**config.mk**
```make
export PLATFORM = sky130hd
export DESIGN_NAME = flash_pgm_ctrl
export DESIGN_NICKNAME = d
export VERILOG_FILES = /design/src/rtl/flash_pgm_pkg.sv /design/src/rtl/flash_pgm_wcycle.sv /design/src/rtl/flash_pgm_poll.sv /design/src/rtl/flash_pgm_ctrl.sv
export SDC_FILE = /design/constraint.sdc
export NUM_CORES = 1
export LEC_CHECK = 0
export BUFFER_PORTS_ARGS = -buffer_cell sky130_fd_sc_hd__buf_2
export CORE_ASPECT_RATIO = 0.9
export CORE_MARGIN = 3
export CORE_UTILIZATION = 61
export DETAILED_ROUTE_END_ITERATION = 8
export PLACE_DENSITY = 0.85
export SYNTH_ARGS = -nofsm -noshare
export SYNTH_HDL_FRONTEND = slang
export SYNTH_HIERARCHICAL = 1
export SYNTH_SLANG_ARGS = --single-unit
export TNS_END_PERCENT = 20
```
**constraint.sdc**
```tcl
create_clock -name clk -period 3.9 [get_ports clk]
set_input_delay 0.39 -clock clk [delete_from_list [all_inputs] [get_ports clk]]
set_output_delay 0.39 -clock clk [all_outputs]
set_load 0.01 [all_outputs]
```
**src/rtl/flash_pgm_pkg.sv**
```systemverilog
package flash_pgm_pkg;

  typedef enum logic [1:0] {
    WC_IDLE,
    WC_SETUP,
    WC_LOW,
    WC_HIGH
  } wc_phase_e;

  typedef enum logic [1:0] {
    PL_IDLE,
    PL_READ,
    PL_GAP
  } pl_phase_e;

  typedef enum logic [1:0] {
    CT_IDLE,
    CT_WRITE,
    CT_POLL,
    CT_DONE
  } ct_state_e;

  localparam logic [15:0] UNLOCK_ADDR_A = 16'h5555;
  localparam logic [15:0] UNLOCK_ADDR_B = 16'h2AAA;
  localparam logic [7:0]  UNLOCK_BYTE_A = 8'hAA;
  localparam logic [7:0]  UNLOCK_BYTE_B = 8'h55;
  localparam logic [7:0]  PROGRAM_BYTE  = 8'hA0;

  function automatic int unsigned cyc_ceil(input int unsigned ns, input int unsigned per);
    cyc_ceil = (ns + per - 1) / per;
  endfunction

  function automatic int unsigned cmax(input int unsigned a, input int unsigned b);
    cmax = (a > b) ? a : b;
  endfunction

endpackage

```
**src/rtl/flash_pgm_wcycle.sv**
```systemverilog
module flash_pgm_wcycle
  import flash_pgm_pkg::*;
#(
  parameter int unsigned SU_CYC   = 1,
  parameter int unsigned LOW_CYC  = 5,
  parameter int unsigned HIGH_CYC = 5
) (
  input  logic clk,
  input  logic rst_n,
  input  logic start,
  output logic we_n,
  output logic last
);

  localparam int unsigned MAX_CYC = cmax(cmax(SU_CYC, LOW_CYC), cmax(HIGH_CYC, 2));
  localparam int unsigned CW      = $clog2(MAX_CYC);
  localparam logic [CW-1:0] SU_LD   = CW'(SU_CYC - 1);
  localparam logic [CW-1:0] LOW_LD  = CW'(LOW_CYC - 1);
  localparam logic [CW-1:0] HIGH_LD = CW'(HIGH_CYC - 1);

  wc_phase_e     phase_q, phase_d;
  logic [CW-1:0] cnt_q, cnt_d;
  logic          cnt_en;
  logic          we_n_q, we_n_d;
  logic          cnt_zero;

  assign cnt_zero = (cnt_q == '0);
  assign last     = (phase_q == WC_HIGH) && cnt_zero;

  always_comb begin
    phase_d = phase_q;
    cnt_d   = cnt_q;
    cnt_en  = 1'b0;
    case (phase_q)
      WC_IDLE: begin
        if (start) begin
          phase_d = WC_SETUP;
          cnt_d   = SU_LD;
          cnt_en  = 1'b1;
        end
      end
      WC_SETUP: begin
        cnt_en = 1'b1;
        if (cnt_zero) begin
          phase_d = WC_LOW;
          cnt_d   = LOW_LD;
        end else begin
          cnt_d = cnt_q - 1'b1;
        end
      end
      WC_LOW: begin
        cnt_en = 1'b1;
        if (cnt_zero) begin
          phase_d = WC_HIGH;
          cnt_d   = HIGH_LD;
        end else begin
          cnt_d = cnt_q - 1'b1;
        end
      end
      WC_HIGH: begin
        cnt_en = 1'b1;
        if (cnt_zero) begin
          if (start) begin
            phase_d = WC_SETUP;
            cnt_d   = SU_LD;
          end else begin
            phase_d = WC_IDLE;
            cnt_d   = '0;
          end
        end else begin
          cnt_d = cnt_q - 1'b1;
        end
      end
      default: begin
        phase_d = WC_IDLE;
        cnt_d   = '0;
        cnt_en  = 1'b1;
      end
    endcase
    we_n_d = (phase_d != WC_LOW);
  end

  always_ff @(posedge clk or negedge rst_n) begin
    if (!rst_n) begin
      phase_q <= WC_IDLE;
      cnt_q   <= '0;
      we_n_q  <= 1'b1;
    end else begin
      phase_q <= phase_d;
      we_n_q  <= we_n_d;
      if (cnt_en) cnt_q <= cnt_d;
    end
  end

  assign we_n = we_n_q;

  AST_START_WHEN_FREE: assert property (@(posedge clk) disable iff (!rst_n)
    start |-> (phase_q == WC_IDLE || last));

  AST_LOW_FOLLOWS_SETUP: assert property (@(posedge clk) disable iff (!rst_n)
    $fell(we_n_q) |-> ($past(phase_q) == WC_SETUP));

endmodule

```
**src/rtl/flash_pgm_poll.sv**
```systemverilog
module flash_pgm_poll
  import flash_pgm_pkg::*;
#(
  parameter int unsigned RD_CYC  = 4,
  parameter int unsigned GAP_CYC = 1,
  parameter int unsigned TO_CYC  = 3000
) (
  input  logic clk,
  input  logic rst_n,
  input  logic start,
  input  logic expect_b7,
  input  logic sample_b7,
  output logic oe_n,
  output logic fin,
  output logic fail
);

  localparam int unsigned CW = $clog2(cmax(cmax(RD_CYC, GAP_CYC), 2));
  localparam int unsigned TW = $clog2(TO_CYC + 1);
  localparam logic [CW-1:0] RD_LD  = CW'(RD_CYC - 1);
  localparam logic [CW-1:0] GAP_LD = CW'(GAP_CYC - 1);
  localparam logic [TW-1:0] TO_VAL = TW'(TO_CYC);

  pl_phase_e     phase_q, phase_d;
  logic [CW-1:0] cnt_q, cnt_d;
  logic          cnt_en;
  logic [TW-1:0] tcnt_q, tcnt_d;
  logic          tcnt_en;
  logic          expired;
  logic          oe_n_q, oe_n_d;
  logic          cnt_zero;

  assign cnt_zero = (cnt_q == '0);
  assign expired  = (tcnt_q == TO_VAL);

  always_comb begin
    phase_d = phase_q;
    cnt_d   = cnt_q;
    cnt_en  = 1'b0;
    fin     = 1'b0;
    fail    = 1'b0;
    case (phase_q)
      PL_IDLE: begin
        if (start) begin
          phase_d = PL_READ;
          cnt_d   = RD_LD;
          cnt_en  = 1'b1;
        end
      end
      PL_READ: begin
        cnt_en = 1'b1;
        if (cnt_zero) begin
          if (sample_b7 == expect_b7) begin
            fin     = 1'b1;
            phase_d = PL_IDLE;
          end else if (expired) begin
            fin     = 1'b1;
            fail    = 1'b1;
            phase_d = PL_IDLE;
          end else begin
            phase_d = PL_GAP;
            cnt_d   = GAP_LD;
          end
        end else begin
          cnt_d = cnt_q - 1'b1;
        end
      end
      PL_GAP: begin
        cnt_en = 1'b1;
        if (cnt_zero) begin
          phase_d = PL_READ;
          cnt_d   = RD_LD;
        end else begin
          cnt_d = cnt_q - 1'b1;
        end
      end
      default: begin
        phase_d = PL_IDLE;
        cnt_d   = '0;
        cnt_en  = 1'b1;
      end
    endcase
    oe_n_d = (phase_d != PL_READ);
  end

  always_comb begin
    tcnt_d  = tcnt_q;
    tcnt_en = 1'b0;
    if (start) begin
      tcnt_d  = '0;
      tcnt_en = 1'b1;
    end else if (phase_q != PL_IDLE && !expired) begin
      tcnt_d  = tcnt_q + 1'b1;
      tcnt_en = 1'b1;
    end
  end

  always_ff @(posedge clk or negedge rst_n) begin
    if (!rst_n) begin
      phase_q <= PL_IDLE;
      cnt_q   <= '0;
      tcnt_q  <= '0;
      oe_n_q  <= 1'b1;
    end else begin
      phase_q <= phase_d;
      oe_n_q  <= oe_n_d;
      if (cnt_en)  cnt_q  <= cnt_d;
      if (tcnt_en) tcnt_q <= tcnt_d;
    end
  end

  assign oe_n = oe_n_q;

  AST_POLL_START_IDLE: assert property (@(posedge clk) disable iff (!rst_n)
    start |-> (phase_q == PL_IDLE));

  AST_FAIL_AFTER_WINDOW: assert property (@(posedge clk) disable iff (!rst_n)
    fail |-> (tcnt_q == TO_VAL));

endmodule

```
**src/rtl/flash_pgm_ctrl.sv**
```systemverilog
module flash_pgm_ctrl
  import flash_pgm_pkg::*;
#(
  parameter int unsigned AW       = 16,
  parameter int unsigned CLK_NS   = 20,
  parameter int unsigned TSU_NS   = 0,
  parameter int unsigned TWP_NS   = 90,
  parameter int unsigned TWPH_NS  = 90,
  parameter int unsigned TDS_NS   = 50,
  parameter int unsigned TAH_NS   = 50,
  parameter int unsigned TACC_NS  = 55,
  parameter int unsigned TGAP_NS  = 20,
  parameter int unsigned TOUT_NS  = 60000
) (
  input  logic          clk,
  input  logic          rst_n,
  input  logic          req_valid,
  output logic          req_ready,
  input  logic [AW-1:0] req_addr,
  input  logic [7:0]    req_data,
  output logic          done,
  output logic          err,
  output logic          flash_ce_n,
  output logic          flash_we_n,
  output logic          flash_oe_n,
  output logic [AW-1:0] flash_addr,
  output logic [7:0]    flash_dout,
  output logic          flash_doe,
  input  logic [7:0]    flash_din
);

  localparam int unsigned SU_CYC   = cmax(cyc_ceil(TSU_NS, CLK_NS), 1);
  localparam int unsigned LOW_CYC  = cmax(cmax(cyc_ceil(TWP_NS, CLK_NS), cyc_ceil(TDS_NS, CLK_NS)),
                                          cmax(cyc_ceil(TAH_NS, CLK_NS), 1));
  localparam int unsigned HIGH_CYC = cmax(cyc_ceil(TWPH_NS, CLK_NS), 1);
  localparam int unsigned RD_CYC   = cyc_ceil(TACC_NS, CLK_NS) + 1;
  localparam int unsigned GAP_CYC  = cmax(cyc_ceil(TGAP_NS, CLK_NS), 1);
  localparam int unsigned TO_CYC   = cmax(cyc_ceil(TOUT_NS, CLK_NS), 1);
  localparam logic [1:0]  LAST_STEP = 2'd3;

  // reset: asserted asynchronously, released through two flops
  logic [1:0] rst_pipe;
  logic       rst_sn;

  always_ff @(posedge clk or negedge rst_n) begin
    if (!rst_n) rst_pipe <= 2'b00;
    else        rst_pipe <= {rst_pipe[0], 1'b1};
  end
  assign rst_sn = rst_pipe[1];

  ct_state_e     state_q, state_d;
  logic [1:0]    step_q, step_d;
  logic          cap_en;
  logic [AW-1:0] tgt_addr_q, tgt_addr_d;
  logic [7:0]    tgt_data_q, tgt_data_d;
  logic          wstart, wlast, pstart, pfin, pfail;
  logic          we_n_w, oe_n_p;
  logic          ce_n_q, ce_n_d;
  logic [AW-1:0] addr_q, addr_d;
  logic [7:0]    dout_q, dout_d;
  logic          doe_q, doe_d;
  logic          done_q, done_d;
  logic          err_q, err_d;

  function automatic logic [AW-1:0] step_addr(input logic [1:0] s, input logic [AW-1:0] tgt);
    case (s)
      2'd0:    step_addr = AW'(UNLOCK_ADDR_A);
      2'd1:    step_addr = AW'(UNLOCK_ADDR_B);
      2'd2:    step_addr = AW'(UNLOCK_ADDR_A);
      default: step_addr = tgt;
    endcase
  endfunction

  function automatic logic [7:0] step_byte(input logic [1:0] s, input logic [7:0] tgt);
    case (s)
      2'd0:    step_byte = UNLOCK_BYTE_A;
      2'd1:    step_byte = UNLOCK_BYTE_B;
      2'd2:    step_byte = PROGRAM_BYTE;
      default: step_byte = tgt;
    endcase
  endfunction

  // sequencing of the four writes and the poll phase
  always_comb begin
    state_d = state_q;
    step_d  = step_q;
    cap_en  = 1'b0;
    wstart  = 1'b0;
    pstart  = 1'b0;
    case (state_q)
      CT_IDLE: begin
        if (req_valid) begin
          cap_en  = 1'b1;
          step_d  = 2'd0;
          wstart  = 1'b1;
          state_d = CT_WRITE;
        end
      end
      CT_WRITE: begin
        if (wlast) begin
          if (step_q == LAST_STEP) begin
            pstart  = 1'b1;
            state_d = CT_POLL;
          end else begin
            step_d = step_q + 1'b1;
            wstart = 1'b1;
          end
        end
      end
      CT_POLL: begin
        if (pfin) state_d = CT_DONE;
      end
      CT_DONE: begin
        state_d = CT_IDLE;
      end
      default: state_d = CT_IDLE;
    endcase
  end

  // registered pin drive, computed from next state
  always_comb begin
    tgt_addr_d = cap_en ? req_addr : tgt_addr_q;
    tgt_data_d = cap_en ? req_data : tgt_data_q;
    addr_d     = addr_q;
    dout_d     = dout_q;
    if (state_d == CT_WRITE) begin
      addr_d = step_addr(step_d, tgt_addr_d);
      dout_d = step_byte(step_d, tgt_data_d);
    end else if (state_d == CT_POLL) begin
      addr_d = tgt_addr_d;
    end
    doe_d  = (state_d == CT_WRITE);
    ce_n_d = !((state_d == CT_WRITE) || (state_d == CT_POLL));
    done_d = (state_d == CT_DONE);
    err_d  = (state_q == CT_POLL) && pfin && pfail;
  end

  always_ff @(posedge clk or negedge rst_sn) begin
    if (!rst_sn) begin
      state_q    <= CT_IDLE;
      step_q     <= 2'd0;
      tgt_addr_q <= '0;
      tgt_data_q <= '0;
      ce_n_q     <= 1'b1;
      addr_q     <= '0;
      dout_q     <= '0;
      doe_q      <= 1'b0;
      done_q     <= 1'b0;
      err_q      <= 1'b0;
    end else begin
      state_q <= state_d;
      step_q  <= step_d;
      if (cap_en) begin
        tgt_addr_q <= tgt_addr_d;
        tgt_data_q <= tgt_data_d;
      end
      ce_n_q <= ce_n_d;
      addr_q <= addr_d;
      dout_q <= dout_d;
      doe_q  <= doe_d;
      done_q <= done_d;
      err_q  <= err_d;
    end
  end

  flash_pgm_wcycle #(
    .SU_CYC   (SU_CYC),
    .LOW_CYC  (LOW_CYC),
    .HIGH_CYC (HIGH_CYC)
  ) u_wcycle (
    .clk   (clk),
    .rst_n (rst_sn),
    .start (wstart),
    .we_n  (we_n_w),
    .last  (wlast)
  );

  flash_pgm_poll #(
    .RD_CYC  (RD_CYC),
    .GAP_CYC (GAP_CYC),
    .TO_CYC  (TO_CYC)
  ) u_poll (
    .clk       (clk),
    .rst_n     (rst_sn),
    .start     (pstart),
    .expect_b7 (tgt_data_q[7]),
    .sample_b7 (flash_din[7]),
    .oe_n      (oe_n_p),
    .fin       (pfin),
    .fail      (pfail)
  );

  assign req_ready  = (state_q == CT_IDLE);
  assign done       = done_q;
  assign err        = err_q;
  assign flash_ce_n = ce_n_q;
  assign flash_we_n = we_n_w;
  assign flash_oe_n = oe_n_p;
  assign flash_addr = addr_q;
  assign flash_dout = dout_q;
  assign flash_doe  = doe_q;

  AST_OE_HIGH_DURING_WRITE: assert property (@(posedge clk) disable iff (!rst_sn)
    !flash_we_n |-> flash_oe_n);

  AST_NO_DRIVE_WHILE_READ: assert property (@(posedge clk) disable iff (!rst_sn)
    !flash_oe_n |-> !flash_doe);

  AST_WE_NEEDS_CE: assert property (@(posedge clk) disable iff (!rst_sn)
    !flash_we_n |-> !flash_ce_n);

  AST_BUS_STABLE_WE_LOW: assert property (@(posedge clk) disable iff (!rst_sn)
    (!flash_we_n && $past(!flash_we_n)) |-> ($stable(flash_addr) && $stable(flash_dout)));

  AST_BUS_HELD_AT_RISE: assert property (@(posedge clk) disable iff (!rst_sn)
    $rose(flash_we_n) |-> ($stable(flash_addr) && $stable(flash_dout)));

  AST_DONE_SINGLE: assert property (@(posedge clk) disable iff (!rst_sn)
    done |=> !done);

  AST_ERR_WITH_DONE: assert property (@(posedge clk) disable iff (!rst_sn)
    err |-> done);

  AST_IDLE_CE_HIGH: assert property (@(posedge clk) disable iff (!rst_sn)
    req_ready |-> flash_ce_n);

endmodule

```
==> results.cfg <==
[sta]
slew_viol_final = 0
finalSetupViolations = 0
min_period_over_period_pct = 77.4
timing.fmax_mhz = 331
skew_ns = 0.0145
finalHoldViolations = 0
worst_pin_slew_ns = 1.11
maxSlewHeadroom_pct = 26.0
rsz0062_at_grt = false
worst_slack_ns = 0.882
setup-tns-final_ns = 0
period_needed_ns = 3.02

[global_routing]
met3_usage_pct = 7.07
grt.overflow.total = 0
antenna_found_initial = 0
grt_pass1_vias = 2804
grt_start_max_net_pins = 80
busiest_layer = met2
grt_usage_pct = 21.8
grt_first_pass_wirelength_mm = 13.0
use_met2_pct = 35.7
met1_usage_pct = 28.5

[finish]
finalInstanceArea_sq_um = 4570
seq_area_sq_um = 2030
n_fill_cell = 429
multi_input_area_sq_um = 1750
stdcell_count = 499
layout-drive-gt1-share_pct = 27.2
diodes = 0
num-nets-final = 455
area_delta_synth_final_pct = 15.1

[min_path]
whs_path_depth = 2
hp-class = input pin to flip-flop
holdPathEnd = tgt_addr_q[7]
worstHoldStart = req_addr[7]

[power_and_ir_drop]
p_leak_nw = 2.16
p_per_area_nw_per_um2 = 877
total_power_w = 0.00401
peakVddDrop_mv = 0.530

[critical_path]
critPathMaxStageDelay_ns = 0.43
crit_type = flip-flop to flip-flop
rr_endpoint = flash_addr[1]
r2r_slack_ns = 0.88
crit_chain = nor3_1 -> and2_1 -> nand2_1 -> nor3_1 -> buf_4 -> or2_2 -> inv_1 -> ha_1 -> buf_4 -> inv_1 -> a211o_1 -> nand2_2 -> o31ai_1
slowest_stage = dfrtp_1
cp.required_ns = 4.16
setup.worst_path.start_class = flip-flop
cp.arrival_ns = 3.27
critPathCaptureType = flip-flop
reg2reg_depth = 13
timing.rr.start = u_wcycle/cnt_q[2]
cp_max_fo = 19

[routing]
totalWireLength_mm = 7.65
vias = 2809
dr.pass1.iters = 5
wl_per_cell_um = 15.3
viasPerCell = 5.63
route.detailed.drc = 0
dr.first_iter.drc_count = 184
ant_nets = 0

[placed_design]
dp_slack_ns = 0.897
dp_hpwl_mm = 5.22
gp_congestion = 0.802
io_buffers = 58
post-place-cells = 482
dpl-instance-area_sq_um = 4300

[synthesis]
synth-seq-cells = 81
synthArstFlopShare_pct = 100
synth_mux_area_share_pct = 9.57
synth_fa_ha_area_share_pct = 4.09
synth_xor_area_share_pct = 2.20
syn_area_sq_um = 3970
syn_nets = 398
synth-seq-area-share_pct = 51.1
synth_top_family_by_area = simple AND/OR/NAND/NOR gates
synth_compound_area_share_pct = 13.6
yosysMostFrequentCell = dfrtp_1
synth_cell_types = 62
ys_top_cells_by_count = dfrtp_1 (78), nor2_1 (30), inv_1 (23), nand2_1 (19), ha_1 (13)
synth_top_area_share_pct = 49.1
synth_top_cell_by_area = dfrtp_1
synth_edf_count = 0
synthCells = 350
yosysWarnings = 6
yosys.area_share.simple_pct = 14.6
avgSynthCellArea_sq_um = 11.4
synth.area.top_cells = dfrtp_1 (49%), ha_1 (4.1%), mux2_1 (3.4%), mux2_2 (3.4%), nor2_1 (2.8%)
synth_ff_type = dfrtp_1

[clock_network]
clock_latency_ns = 0.36
postCtsHoldBufs = 1
cts_tree = yes
htree_num_levels = 3
cts_resized = 0
clk_pin_slew_ns = 0.09
cts.path.max_buffers = 2
post_cts_buffers = 0
cts_sinks = 81
numCtsBuffers = 9
clock-root-buffer = clkbuf_8

[run]
drv_cap = 0

[floorplan]
coreArea_sq_um = 6220
start_util_pct = 63.9
dieWidth_um = 91.1
die_h_um = 82.6
die_area_sq_um = 7520
rows = 27
ios = 66

[status]
status = finished, final reports clean
[cells in the final DEF (no fill, tap or decap), types with 3 or more instances in the layout]
cell type / instances
dfrtp_1: 77
buf_2: 58
nor2_1: 30
inv_1: 23
nand2_1: 19
ha_1: 13
mux2_1: 12
mux2_2: 12
mux2i_1: 11
o21ai_0: 10
o31ai_1: 10
o211ai_1: 9
clkbuf_8: 9
xor2_1: 8
nor2b_1: 7
nand4_1: 7
a21oi_1: 6
a31oi_1: 6
a21o_1: 5
nor3_1: 5
a31o_1: 5
bufinv_16: 4
o21bai_1: 3
and2_1: 3
nand3_1: 3
o21a_1: 3
dfstp_2: 3
buf_4: 3
[where the power goes]
group | switching (W) | internal (W)
Sequential | 0.000242 | 0.00120
Combinational | 0.000962 | 0.000802
Clock | 0.000309 | 0.000491
Total | 0.00151 | 0.00250
[stage by stage]
stage	hold slack [ns]	utilization, %
after floorplan	0.0944	-
after global placement	0.175	69.1
after detailed placement	0.177	69.1
after CTS	0.261	73.5
after global routing	0.273	73.5
final	0.268	73.5
[layout make-up]
cell class,count,share of cell area (%)
Timing Repair Buffer,62,7.06
Sequential cell,81,44.5
Multi-Input combinational cell,230,38.4
Tap cell,87,2.38
Clock inverter,7,3.09
Inverter,23,1.89
Clock buffer,9,2.71
[kinds of logic (layout without fill, tap and decap cells)]
group	after synthesis	after routing
other	1	1
DFF	81	81
xor gates and xnor gates	10	10
AOI/OAI and AO/OA	70	70
and+or+nand+nor	101	101
buffers and inverters	39	101
adders and majority gates	13	13
muxes	35	35
[routing by layer]
layer,up-vias,routed length (um)
li1,1345,-
met1,1390,3440
met2,67,3710
met3,7,437
met4,0,71
met5,-,0
[sequential cells by signal, summed over array words and instances (netlist names)]
register,flops
rst_pipe,2
state_q,2
u_wcycle/we_n,1
flash_doe,1
done,1
err,1
u_poll/tcnt_q,12
u_wcycle/phase_q,2
u_wcycle/cnt_q,3
u_poll/oe_n,1
tgt_addr_q,16
flash_ce_n,1
step_q,2
flash_addr,16
flash_dout,8
tgt_data_q,8
u_poll/phase_q,2
u_poll/cnt_q,2
[critical path: cells and delay by family (launching register included)]
kind / cells / cell delay (ns)
AND/OR/NAND/NOR: 6 / 1.17
AO/OA/AOI/OAI: 2 / 0.58
flip-flops: 1 / 0.43
adder cells (fa/ha/maj): 1 / 0.17
buffers and inverters: 4 / 0.56
[worst max-delay path by stage]
| stage | from | end | depth (start not counted) |
|---|---|---|---|
| after floorplan | u_wcycle/cnt_q[2] | flash_addr[10] | 10 |
| after global placement | u_wcycle/cnt_q[2] | flash_addr[12] | 9 |
| after detailed placement | u_poll/tcnt_q[0] | flash_addr[1] | 13 |
| after CTS | u_poll/tcnt_q[0] | flash_addr[13] | 13 |
| after global routing | u_wcycle/cnt_q[2] | flash_addr[5] | 13 |
| final | u_wcycle/cnt_q[2] | flash_addr[1] | 13 |
No activity file was read; power rests on OpenSTA's default activity.
